<file path="config.mk">
export PLATFORM = sky130hd
export DESIGN_NAME = sram_ctl
export DESIGN_NICKNAME = d
export VERILOG_FILES = /design/src/rtl/sram_ctl_pkg.sv /design/src/rtl/sram_ctl_timer.sv /design/src/rtl/sram_ctl_fsm.sv /design/src/rtl/sram_ctl_io.sv /design/src/rtl/sram_ctl.sv
export SDC_FILE = /design/constraint.sdc
export NUM_CORES = 1
export LEC_CHECK = 0
export ABC_AREA = 1
export CAP_MARGIN = 10
export CORE_ASPECT_RATIO = 1.75
export CORE_MARGIN = 2
export CORE_UTILIZATION = 44
export DETAILED_ROUTE_END_ITERATION = 8
export GPL_TIMING_DRIVEN = 0
export PLACE_DENSITY = 0.8
export SYNTH_ARGS = -nofsm -noshare
export SYNTH_HDL_FRONTEND = slang
export SYNTH_HIERARCHICAL = 1
export SYNTH_SLANG_ARGS = --single-unit
</file>
<file path="constraint.sdc">
create_clock -name clk_i -period 2.6 [get_ports clk_i]
set_clock_uncertainty 0.2 [all_clocks]
set_input_delay 0.39 -clock clk_i [delete_from_list [all_inputs] [get_ports clk_i]]
set_output_delay 0.39 -clock clk_i [all_outputs]
set_load 0.01 [all_outputs]
</file>
<file path="src/rtl/sram_ctl_pkg.sv">
`timescale 1ns/1ps
package sram_ctl_pkg;
  typedef enum logic [2:0] {
    ST_IDLE    = 3'd0,
    ST_READ    = 3'd1,
    ST_WSETUP  = 3'd2,
    ST_WPULSE  = 3'd3,
    ST_RECOVER = 3'd4
  } st_e;

  function automatic int cdiv(input int t_ns, input int clk_ns);
    return (t_ns + clk_ns - 1) / clk_ns;
  endfunction

  function automatic int imax(input int a, input int b);
    return (a > b) ? a : b;
  endfunction
endpackage

</file>
<file path="src/rtl/sram_ctl_timer.sv">
`timescale 1ns/1ps
module sram_ctl_timer #(
  parameter int CNT_W = 5
) (
  input  logic             clk_i,
  input  logic             rst_ni,
  input  logic             load_i,
  input  logic [CNT_W-1:0] load_val_i,
  output logic             last_o
);
  logic [CNT_W-1:0] cnt_q;

  always_ff @(posedge clk_i or negedge rst_ni) begin
    if (!rst_ni)             cnt_q <= '0;
    else if (load_i)         cnt_q <= load_val_i;
    else if (cnt_q != '0)    cnt_q <= cnt_q - 1'b1;
  end

  assign last_o = (cnt_q == '0);
endmodule

</file>
<file path="src/rtl/sram_ctl_fsm.sv">
`timescale 1ns/1ps
module sram_ctl_fsm
  import sram_ctl_pkg::*;
#(
  parameter int RD_CYC   = 30,
  parameter int WP_CYC   = 29,
  parameter int TURN_CYC = 6,
  parameter int CNT_W    = 5
) (
  input  logic             clk_i,
  input  logic             rst_ni,
  input  logic             req_valid_i,
  input  logic             req_we_i,
  input  logic             tmr_last_i,
  output st_e              state_q_o,
  output st_e              state_d_o,
  output logic             tmr_load_o,
  output logic [CNT_W-1:0] tmr_val_o,
  output logic             accept_o
);
  localparam logic [CNT_W-1:0] RD_LD   = CNT_W'(RD_CYC - 1);
  localparam logic [CNT_W-1:0] WP_LD   = CNT_W'(WP_CYC - 1);
  localparam logic [CNT_W-1:0] TURN_LD = CNT_W'(TURN_CYC - 1);

  st_e state_q, state_d;

  always_comb begin
    state_d    = state_q;
    tmr_load_o = 1'b0;
    tmr_val_o  = '0;
    case (state_q)
      ST_IDLE: if (req_valid_i) begin
        tmr_load_o = 1'b1;
        if (req_we_i) begin
          state_d   = ST_WSETUP;
          tmr_val_o = '0;
        end else begin
          state_d   = ST_READ;
          tmr_val_o = RD_LD;
        end
      end
      ST_READ: if (tmr_last_i) begin
        state_d    = ST_RECOVER;
        tmr_load_o = 1'b1;
        tmr_val_o  = TURN_LD;
      end
      ST_WSETUP: if (tmr_last_i) begin
        state_d    = ST_WPULSE;
        tmr_load_o = 1'b1;
        tmr_val_o  = WP_LD;
      end
      ST_WPULSE: if (tmr_last_i) begin
        state_d    = ST_RECOVER;
        tmr_load_o = 1'b1;
        tmr_val_o  = TURN_LD;
      end
      ST_RECOVER: if (tmr_last_i) state_d = ST_IDLE;
      default: state_d = ST_IDLE;
    endcase
  end

  always_ff @(posedge clk_i or negedge rst_ni) begin
    if (!rst_ni) state_q <= ST_IDLE;
    else         state_q <= state_d;
  end

  assign state_q_o = state_q;
  assign state_d_o = state_d;
  assign accept_o  = (state_q == ST_IDLE) && req_valid_i;
endmodule

</file>
<file path="src/rtl/sram_ctl_io.sv">
`timescale 1ns/1ps
module sram_ctl_io
  import sram_ctl_pkg::*;
#(
  parameter int AW = 15,
  parameter int DW = 8
) (
  input  logic          clk_i,
  input  logic          rst_ni,
  input  st_e           state_q_i,
  input  st_e           state_d_i,
  input  logic          tmr_last_i,
  input  logic          accept_i,
  input  logic [AW-1:0] req_addr_i,
  input  logic [DW-1:0] req_wdata_i,
  input  logic [DW-1:0] mem_dq_i,
  output logic          ce_n_o,
  output logic          oe_n_o,
  output logic          we_n_o,
  output logic [AW-1:0] addr_o,
  output logic [DW-1:0] dq_o,
  output logic          dq_oe_o,
  output logic [DW-1:0] rdata_o,
  output logic          done_o
);
  logic in_access_d, window_end;

  assign in_access_d = (state_d_i == ST_READ) || (state_d_i == ST_WSETUP) ||
                       (state_d_i == ST_WPULSE);
  assign window_end  = tmr_last_i &&
                       ((state_q_i == ST_READ) || (state_q_i == ST_WPULSE));

  // strobes come straight from flops, decoded from next state
  always_ff @(posedge clk_i or negedge rst_ni) begin
    if (!rst_ni) begin
      ce_n_o  <= 1'b1;
      oe_n_o  <= 1'b1;
      we_n_o  <= 1'b1;
      dq_oe_o <= 1'b0;
    end else begin
      ce_n_o  <= !in_access_d;
      oe_n_o  <= !(state_d_i == ST_READ);
      we_n_o  <= !(state_d_i == ST_WPULSE);
      dq_oe_o <= (state_d_i == ST_WSETUP) || (state_d_i == ST_WPULSE);
    end
  end

  always_ff @(posedge clk_i or negedge rst_ni) begin
    if (!rst_ni) begin
      addr_o <= '0;
      dq_o   <= '0;
    end else if (accept_i) begin
      addr_o <= req_addr_i;
      dq_o   <= req_wdata_i;
    end
  end

  always_ff @(posedge clk_i or negedge rst_ni) begin
    if (!rst_ni) begin
      rdata_o <= '0;
      done_o  <= 1'b0;
    end else begin
      done_o <= window_end;
      if (tmr_last_i && (state_q_i == ST_READ)) rdata_o <= mem_dq_i;
    end
  end
endmodule

</file>
<file path="src/rtl/sram_ctl.sv">
`timescale 1ns/1ps
module sram_ctl
  import sram_ctl_pkg::*;
#(
  parameter int CLK_NS     = 5,
  parameter int AW         = 15,
  parameter int DW         = 8,
  parameter int T_RC_NS    = 150,
  parameter int T_AA_NS    = 150,
  parameter int T_OE_NS    = 100,
  parameter int T_WP_NS    = 80,
  parameter int T_AW_NS    = 150,
  parameter int T_DW_NS    = 40,
  parameter int T_WC_NS    = 150,
  parameter int T_FLOAT_NS = 30
) (
  input  logic          clk_i,
  input  logic          rst_ni,
  input  logic          req_valid_i,
  output logic          req_ready_o,
  input  logic          req_we_i,
  input  logic [AW-1:0] req_addr_i,
  input  logic [DW-1:0] req_wdata_i,
  output logic          rsp_done_o,
  output logic [DW-1:0] rsp_rdata_o,
  output logic          mem_ce_no,
  output logic          mem_oe_no,
  output logic          mem_we_no,
  output logic [AW-1:0] mem_addr_o,
  output logic [DW-1:0] mem_dq_o,
  output logic          mem_dq_oe_o,
  input  logic [DW-1:0] mem_dq_i
);
  localparam int RD_CYC = imax(1, cdiv(imax(T_RC_NS, imax(T_AA_NS, T_OE_NS)), CLK_NS));
  // setup cycle counts toward address/select/data windows
  localparam int WP_CYC = imax(1, imax(cdiv(T_WP_NS, CLK_NS),
                            imax(cdiv(T_AW_NS, CLK_NS) - 1,
                            imax(cdiv(T_DW_NS, CLK_NS) - 1,
                                 cdiv(T_WC_NS, CLK_NS) - 1))));
  localparam int TURN_CYC = imax(1, cdiv(T_FLOAT_NS, CLK_NS));
  localparam int MAX_CYC  = imax(RD_CYC, imax(WP_CYC, TURN_CYC));
  localparam int CNT_W    = $clog2(MAX_CYC + 1);

  st_e              state_q, state_d;
  logic             tmr_load, tmr_last, accept;
  logic [CNT_W-1:0] tmr_val;

  sram_ctl_timer #(.CNT_W(CNT_W)) u_timer (
    .clk_i      (clk_i),
    .rst_ni     (rst_ni),
    .load_i     (tmr_load),
    .load_val_i (tmr_val),
    .last_o     (tmr_last)
  );

  sram_ctl_fsm #(
    .RD_CYC   (RD_CYC),
    .WP_CYC   (WP_CYC),
    .TURN_CYC (TURN_CYC),
    .CNT_W    (CNT_W)
  ) u_fsm (
    .clk_i       (clk_i),
    .rst_ni      (rst_ni),
    .req_valid_i (req_valid_i),
    .req_we_i    (req_we_i),
    .tmr_last_i  (tmr_last),
    .state_q_o   (state_q),
    .state_d_o   (state_d),
    .tmr_load_o  (tmr_load),
    .tmr_val_o   (tmr_val),
    .accept_o    (accept)
  );

  sram_ctl_io #(.AW(AW), .DW(DW)) u_io (
    .clk_i       (clk_i),
    .rst_ni      (rst_ni),
    .state_q_i   (state_q),
    .state_d_i   (state_d),
    .tmr_last_i  (tmr_last),
    .accept_i    (accept),
    .req_addr_i  (req_addr_i),
    .req_wdata_i (req_wdata_i),
    .mem_dq_i    (mem_dq_i),
    .ce_n_o      (mem_ce_no),
    .oe_n_o      (mem_oe_no),
    .we_n_o      (mem_we_no),
    .addr_o      (mem_addr_o),
    .dq_o        (mem_dq_o),
    .dq_oe_o     (mem_dq_oe_o),
    .rdata_o     (rsp_rdata_o),
    .done_o      (rsp_done_o)
  );

  assign req_ready_o = (state_q == ST_IDLE);
endmodule

</file>
**Yosys cells after proc, flatten, opt, wreduce, memory -nomap -nowiden**

Cells that the tools add are included.

- Register bits: 44
- Bits in latches: 0
- Word-level logic and storage cells: 50
- Bits in writable memories: 0
- Memory bits (read-only): 0
- Memories: 0

- Eq/ne operators: 7
- Divide/modulo/power cells: 0
- Reductions and logical operators: 16
- $lt $le $gt $ge: 0
- Bitwise gates (word level): 0
- Multiply operators: 0
- Mux-type cells: 16
- $add $sub $neg: 1
- Shift-type cells: 0

Operators by type and width:

| cell | number |
|---|---|
| $mux 5 | 5 |
| $mux 3 | 5 |
| $pmux 5 s3 | 1 |
| $eq 3x2->1 const B | 4 |
| $pmux 3 s4 | 1 |
| $eq 3x1->1 const B | 2 |
| $logic_not 5->1 | 1 |
| $reduce_bool 5->1 | 1 |
| $sub 5x1->5 const B | 1 |
| $logic_or 1x1->1 | 4 |
| $eq 3x3->1 const B | 1 |
| $logic_and 1x1->1 | 3 |
| $logic_not 1->1 | 3 |
| $logic_not 3->1 | 1 |
| $reduce_or 3->1 | 1 |
| $mux 1 | 2 |
| $mux 2 | 1 |
| $pmux 1 s2 | 1 |
| $reduce_bool 2->1 | 1 |
| $reduce_or 2->1 | 1 |

**Logic depth before layout (Yosys ltp)**

Gate-level depths: netlist of run 1.

- Depth in word-level cells: 7
- Gate-level depth with buffers: 13
- Mapped depth without buffers: 13

**By module**

Netlist of run 1, hierarchy kept.

Modules (own cells, without submodules):

| module | cells each | area an instance (µm²) | instances | sequential area each (µm²) |
|---|---|---|---|---|
| sram_ctl_io | 144 | 1407.6 | 1 | 904.6 |
| sram_ctl_timer | 39 | 302.8 | 1 | 125.1 |
| sram_ctl_fsm | 39 | 229.0 | 1 | 75.1 |
| sram_ctl | 4 | 17.5 | 1 | 0.0 |

**Worst setup path before layout of run 1**

Ideal clock, no wire load.

- Kind: reg-to-reg
- Start point: register u_timer.cnt_q[0]
- End point: register u_timer.cnt_q[3]
- Path buffers: 0
- Cell stages (with the launch flop): 14
- Library setup time: 0.118 ns
- Slack: 0.588 ns
- Arrival time: 1.694 ns
- Cells stage by stage: dfrtp_1 -> inv_1 -> ha_1 -> nand3_2 -> inv_1 -> inv_1 -> nor2_1 -> nand2_1 -> o21ai_0 -> inv_2 -> nand2_2 -> inv_2 -> nand2_1 -> nand2_1

- Longest elaborated chain between the ends: 4

RTL lines:

| what | line | RTL |
|---|---|---|
| from (decl) | sram_ctl_timer.sv:11 | `logic [CNT_W-1:0] cnt_q;` |
| from (signal assigned) | sram_ctl_timer.sv:15 | `else if (load_i) cnt_q <= load_val_i;` |
| from (signal assigned) | sram_ctl_timer.sv:16 | `else if (cnt_q != '0) cnt_q <= cnt_q - 1'b1;` |
| $logic_not 5->1 (*) | sram_ctl_timer.sv:19 | `assign last_o = (cnt_q == '0);` |
| via tmr_last | sram_ctl.sv:45 | `logic tmr_load, tmr_last, accept;` |
| $mux 1 (*) | sram_ctl_fsm.sv:42, sram_ctl_fsm.sv:47, sram_ctl_fsm.sv:52 |  |
| $pmux 1 s2 (*) | sram_ctl_fsm.sv:31 | `case (state_q)` |
| via tmr_load | sram_ctl.sv:45 |  |
| $mux 5 or $reduce_bool 2->1 (tied branches) | - |  |

The timed path passes the listed nets; every way through them passes the cells marked *. The select of a mux whose other input is x is not followed.
A chain may end at the register's enable or synchronous reset.

**Worst setup path in the final report of run 1**

- Start point: register u_timer.cnt_q[0]
- End point: register u_timer.cnt_q[1]

Same word-level chain as after synthesis.

==> impl_metrics.csv, run 1 <==
group,metric,value,unit
sta,min_period_over_period,89.3,%
setup_path,cp-endpoint,"u_timer/cnt_q[1]$_DFFE_PN0P_",
power_and_ir_drop,ir_worst_vdd,0.000646,V
power_and_ir_drop,leakagePower,1.37,nW
sta,clock.fmax,0.431,GHz
sta,hold_viol_final,0,
sta,rsz0062_at_grt,"false",
synthesis,synth_seq_cells,44,
run_status,status,"complete, no violations",
setup_path,crit_path_end_kind,"flop",
setup_path,r2r_start,"u_timer/cnt_q[0]$_DFFE_PN0P_",
finish,final_util,66.3,%
clock_network,clockBufferDepth,2,
detailed_routing,ant_nets,0,
synthesis,synth.top_cell.area_share,52.4,%
finish,area_growth,46.5,%
sta,slew_violations,0,
sta,fin_ws,278,ps
setup_path,worstSetupStartpoint,"u_timer/cnt_q[0]$_DFFE_PN0P_",
synthesis,synthTopCellsByArea,"dfrtp_1, nand2_1, inv_1",
clock_network,htree_levels,2,
detailed_routing,dr.pass1.iters,4,
finish,num_antenna_cells,0,
sta,worstMarginPinSlew,509,ps
synthesis,ys.warnings.count,6,
placement,io_buffers,71,
power_and_ir_drop,powerDensity,1220,nW/um2
floorplan,core-area,4320,um2
setup_path,crit_required,2620,ps
sta,finalSetupViolCount,0,
sta,period_needed,2320,ps
power_and_ir_drop,switchingPower,1.32,mW
floorplan,io_pins,72,
grt,first_global_vias,1530,
power_and_ir_drop,p_int,2.17,mW
detailed_routing,wl_per_cell,11.9,um
clock_network,cts_sinks,44,
detailed_routing,route.detailed.drc,0,
floorplan,start_util,45.3,%
placement,dpl.cell_count,349,
detailed_routing,wirelength,4.26,mm
power_and_ir_drop,clockPowerShare,14.5,%
placement,place_ws,283,ps
grt,grt_max_degree,34,
grt,grt_use_total,18.0,%
power_and_ir_drop,total_power,3.49,mW
placement,place_congestion,0.828,
power_and_ir_drop,seq_power_share,35.3,%
clock_network,insertion_delay,290,ps
grt,overflow,0,
setup_path,worstSetupPathType,"flop to flop",
detailed_routing,via_per_inst,4.58,
grt,antenna_found_initial,0,
min_path,hold_start,"u_io/rdata_o[6]$_DFFE_PN0P_",
setup_path,cp.arrival,2340,ps
synthesis,syn_avg_cell_area,8.66,um2
setup_path,r2r_end,"u_timer/cnt_q[1]$_DFFE_PN0P_",
synthesis,syn_area,1960,um2
power_and_ir_drop,p_sw_share,37.7,%
clock_network,cts-root-buf,"clkbuf_8",
floorplan,dieArea,5020,um2
clock_network,cts_tree,"yes",
floorplan,die_height,92.2,um
finish,final_nets,342,
detailed_routing,num_vias,1639,
power_and_ir_drop,combPwrFrac,50.2,%
floorplan,rows,32,
finish,final_cell_mix,"nand2_1, clkdlybuf4s50_1, dfrtp_1, inv_1, o21ai_0",
clock_network,path_clk_slew,80,ps
sta,setup_tns,0,ps
finish,drive_gt1_share,10.7,%
synthesis,syn_nets,262,
sta,slew_headroom,65.9,%
detailed_routing,drtIter0Drc,20,
synthesis,synth_top_area_cell,"dfrtp_1",
floorplan,die_w,54.4,um
job,maxCapViolCount,0,
clock_network,numCtsBuffers,5,
synthesis,synth_cells,226,
finish,final_cells,358,
min_path,hold_path.class,"flop to flop",
placement,hpwl,3.33,mm
synthesis,ys_seq_area_share,56.5,%
synthesis,yosysUniqueCellTypes,22,
setup_path,reg2reg_slack,280,ps
setup_path,rr_worst_depth,12,
grt,grt_first_pass_wirelength,6.64,mm
setup_path,critPathMaxFanout,8,
setup_path,cp-start-kind,"flop",
cell type report:
cell class	instances	area, um2
repair buffers	73	736
flip-flops and latches	44	1100
well taps	51	63.8
fillers	359	1460
plain buffers	7	63.8
clock buffers	5	68.8
inverters	39	146
multi-input cells	136	642
clock inverters	3	42.5
timing repair:
action / 4_1_cts / 5_1_grt
endpoints found under the hold margin: 8 / 0
setup buffers: 0 / 0
endpoints found under the setup margin: 0 / 2
hold buffers: 1 / 0
resized for setup: 0 / 1
synth_stat cells, drive strengths merged:
cell type and instances:
nand2 74, dfrtp 41, inv 39, o21ai 30, nand3 15, nor2 12
buf 7, dfstp 3, conb 1, ha 1, nand3b 1, nand4 1
xnor2 1
how the worst min path moves through the flow:
stage	slack, ps	cells past startpoint	end
after floorplan	-110	0	u_fsm/state_q_o[0]$_DFF_PN0_
after global placement	250	2	u_io/rdata_o[6]$_DFFE_PN0P_
after detailed placement	90	1	u_io/addr_o[9]$_DFFE_PN0P_
after CTS	280	2	u_io/rdata_o[6]$_DFFE_PN0P_
after global routing	300	2	u_io/rdata_o[6]$_DFFE_PN0P_
final	280	2	u_io/rdata_o[6]$_DFFE_PN0P_
per-layer routing:
| metal | GRT usage, % | up-vias | share of wire [%] |
|---|---|---|---|
| li1 | - | 843 | - |
| met1 | 17.7 | 742 | 37 |
| met5 | 0 | - | 0 |
| met2 | 33.2 | 46 | 56 |
| met3 | 3.58 | 8 | 4.9 |
| met4 | 8.13 | 0 | 2.0 |
critical path, cell delays in order (launching register included):
cell	delay, ps
dfrtp_1	380
inv_1	120
ha_1	290
nand3_2	130
inv_1	120
inv_1	90
nor2_1	120
nand2_1	80
o21ai_1	290
inv_2	110
nand4_2	150
nand2_1	70
o21ai_1	80
flip-flops by register name, summed over array words and instances, names as in the netlist:
name and flops:
u_io/dq_o 8, u_timer/cnt_q 5, u_fsm/state_q_o 3, u_io/we_n_o 1
u_io/ce_n_o 1, u_io/done_o 1, u_io/addr_o 15, u_io/rdata_o 8
u_io/dq_oe_o 1, u_io/oe_n_o 1
power groups by stage:
stage	clock (mW)	combinational, mW	sequential (mW)
after CTS	0.517	1.77	1.24
final	0.505	1.75	1.23
after global placement	0	1.71	1.23
after floorplan	0	0.804	1.36
after global routing	0.548	1.96	1.28
after detailed placement	0	1.76	1.25
through the flow:
stage	cell area (um2)	hold slack, ps
after CTS	2870	278
after global placement	2730	254
after floorplan	1960	-106
final	2870	275
after detailed placement	2750	89.3
after global routing	2870	303
cells by family (layout without fill, tap and decap cells):
logic type | count (synthesis) | count (layout) | synth area share [%]
AOI/OAI and AO/OA | 30 | 30 | 7.67
xor gates and xnor gates | 1 | 1 | 0.448
adders and majority gates | 1 | 1 | 0.639
buffers and inverters | 46 | 127 | 10.7
DFF | 44 | 44 | 56.5
other | 1 | 1 | 0.192
and+or+nand+nor | 103 | 103 | 23.8
No activity file was read; power rests on OpenSTA's default activity.
==> inputs of run 2 (changes only) <==
--- a/config.mk
+++ b/config.mk
@@ -12,7 +12,8 @@
 export CORE_UTILIZATION = 44
 export DETAILED_ROUTE_END_ITERATION = 8
 export GPL_TIMING_DRIVEN = 0
-export PLACE_DENSITY = 0.8
+export PLACE_DENSITY = 0.85
+export SLEW_MARGIN = 20
 export SYNTH_ARGS = -nofsm -noshare
 export SYNTH_HDL_FRONTEND = slang
 export SYNTH_HIERARCHICAL = 1
==> impl_metrics.csv, run 2 (synthesis results as in run 1) <==
group,metric,value,unit
run_status,status,"complete, no violations",
detailed_routing,dr.pass1.iters,4,
finish,design_area,2850,um2
sta,finalSetupViolCount,0,
setup_path,worstSetupPathType,"flop to flop",
job,maxCapViolCount,0,
sta,period_needed,2350,ps
grt,antenna_found_initial,0,
clock_network,cts-root-buf,"clkbuf_8",
setup_path,crit_path_end_kind,"flop",
detailed_routing,drtIter0Drc,27,
setup_path,reg2reg_slack,250,ps
clock_network,htree_levels,2,
setup_path,rr_worst_depth,12,
finish,top_register,"u_io/addr_o",
finish,num_antenna_cells,0,
grt,grt_use_total,18.7,%
clock_network,cts_sinks,44,
finish,final_nets,342,
grt,first_global_vias,1680,
finish,area_growth,45.7,%
placement,hpwl,3.38,mm
sta,fin_ws,247,ps
floorplan,io_pins,72,
finish,largest_register_ffs,15,
detailed_routing,route.detailed.drc,0,
grt,overflow,0,
detailed_routing,wirelength,4.30,mm
detailed_routing,via_per_inst,4.78,
finish,final_cell_mix,"nand2_1, clkdlybuf4s50_1, dfrtp_1, inv_1, o21ai_0",
sta,slew_violations,0,
sta,worstMarginPinSlew,821,ps
grt,grt_max_degree,31,
detailed_routing,wl_per_cell,12.0,um
placement,place_area,2750,um2
clock_network,numCtsBuffers,5,
detailed_routing,num_vias,1713,
clock_network,path_clk_slew,80,ps
sta,clock.fmax,0.425,GHz
clock_network,clockBufferDepth,2,
floorplan,dieArea,5020,um2
detailed_routing,ant_nets,0,
min_path,hold_start,"u_io/rdata_o[5]$_DFFE_PN0P_",
placement,place_ws,297,ps
finish,drive_gt1_share,10.4,%
min_path,hold_depth,2,
setup_path,r2r_start,"u_timer/cnt_q[0]$_DFFE_PN0P_",
finish,largestRegisters,"u_io/addr_o x15, u_io/dq_o x8, u_io/rdata_o x8",
grt,grt_first_pass_wirelength,6.89,mm
sta,slew_headroom,44.7,%
sta,rsz0062_at_grt,"false",
setup_path,r2r_end,"u_timer/cnt_q[1]$_DFFE_PN0P_",
clock_network,insertion_delay,290,ps
floorplan,die_height,92.2,um
power_and_ir_drop,leakagePower,1.36,nW
placement,place_congestion,0.801,
setup_path,critPathMaxFanout,8,
sta,hold_viol_final,0,
floorplan,die_w,54.4,um
clock_network,cts_tree,"yes",
floorplan,core-area,4320,um2
floorplan,rows,32,
finish,final_util,65.9,%
min_path,hold_path.class,"flop to flop",
setup_path,crit_required,2620,ps
min_path,hold_end,"u_io/rdata_o[5]$_DFFE_PN0P_",
sta,min_period_over_period,90.5,%
power_and_ir_drop,powerDensity,1200,nW/um2
setup_path,cp-start-kind,"flop",
setup_path,cp.arrival,2370,ps
placement,io_buffers,71,
power_and_ir_drop,ir_worst_vdd,0.000739,V
finish,fill_cells,353,
floorplan,start_util,45.3,%
[run 2: cell types whose count changed in the layout (fill, tap and decap cells not counted)]
cell       delta
clkbuf_8      +1
clkbuf_1      +1
bufinv_16     -1
o21ai_1       -1
o21ai_0       +1
clkinv_2      -1
[run 2: worst max-delay path, cell delays in order (launching register included)]
cell and delay [ps]:
dfrtp_1 400, inv_1 120, ha_1 290, nand3_2 130, inv_1 110, inv_1 90
nor2_1 120, nand2_1 80, o21ai_0 320, inv_2 130, nand4_2 160, nand2_1 60
o21ai_1 70
[run 2: worst max path at each step]
stage                                       from                            to  slack (ps)  depth (start not counted)
finish              u_timer/cnt_q[0]$_DFFE_PN0P_  u_timer/cnt_q[1]$_DFFE_PN0P_         250                         12
global route        u_timer/cnt_q[0]$_DFFE_PN0P_  u_timer/cnt_q[0]$_DFFE_PN0P_          50                         12
CTS                 u_timer/cnt_q[0]$_DFFE_PN0P_  u_timer/cnt_q[1]$_DFFE_PN0P_         250                         12
detailed placement                   req_valid_i  u_timer/cnt_q[0]$_DFFE_PN0P_         300                          7
global placement                          rst_ni   u_io/rdata_o[5]$_DFFE_PN0P_        -140                          1
floorplan           u_timer/cnt_q[0]$_DFFE_PN0P_  u_timer/cnt_q[3]$_DFFE_PN0P_         590                         13
[run 2: stage by stage]
step                      TNS (ps)  instances  power [mW]  hold slack [ps]
after floorplan                  0        226        2.17             -106
after global placement       -5820        348        2.94              253
after detailed placement         0        349        3.00              113
after CTS                        0        358        3.46              277
after global routing             0        358        3.69              300
final                            0        358        3.41              273
[run 2: area by class of cell]
type | instances | area [um2] | area share [%]
well taps | 51 | 63.8 | 2.24
clock buffers | 7 | 86.3 | 3.03
flip-flops and latches | 44 | 1100 | 38.8
plain buffers | 7 | 63.8 | 2.24
multi-input cells | 136 | 642 | 22.5
inverters | 39 | 146 | 5.14
clock inverters | 1 | 7.51 | 0.263
repair buffers | 73 | 736 | 25.8
[run 2: metal layers]
metal,GRT usage [%],wire length (um),up-vias
met4,10.0,93,0
met2,33.9,2450,51
met3,4.89,203,10
met5,0,0,-
li1,-,-,849
met1,17.6,1550,803
[run 2: repair_timing]
item,4_1_cts,5_1_grt
gates resized for setup,0,0
hold buffers,1,0
endpoints found under the hold margin,11,0
setup buffers,0,0
[run 2: report_power, final]
group	leakage [nW]	switching, mW	total [mW]	internal [mW]
clock network	0.0445	0.214	0.430	0.216
logic	0.782	0.890	1.75	0.856
registers	0.538	0.201	1.23	1.03
total	1.36	1.30	3.41	2.10
==> inputs of run 3 (changes only) <==
--- a/config.mk
+++ b/config.mk
@@ -10,6 +10,7 @@
 export CORE_ASPECT_RATIO = 1.75
 export CORE_MARGIN = 2
 export CORE_UTILIZATION = 44
+export CTS_CLUSTER_SIZE = 16
 export DETAILED_ROUTE_END_ITERATION = 8
 export GPL_TIMING_DRIVEN = 0
 export PLACE_DENSITY = 0.85
==> results of run 3 <==
No change in the layout: final DEF, timing and power equal those of run 2.
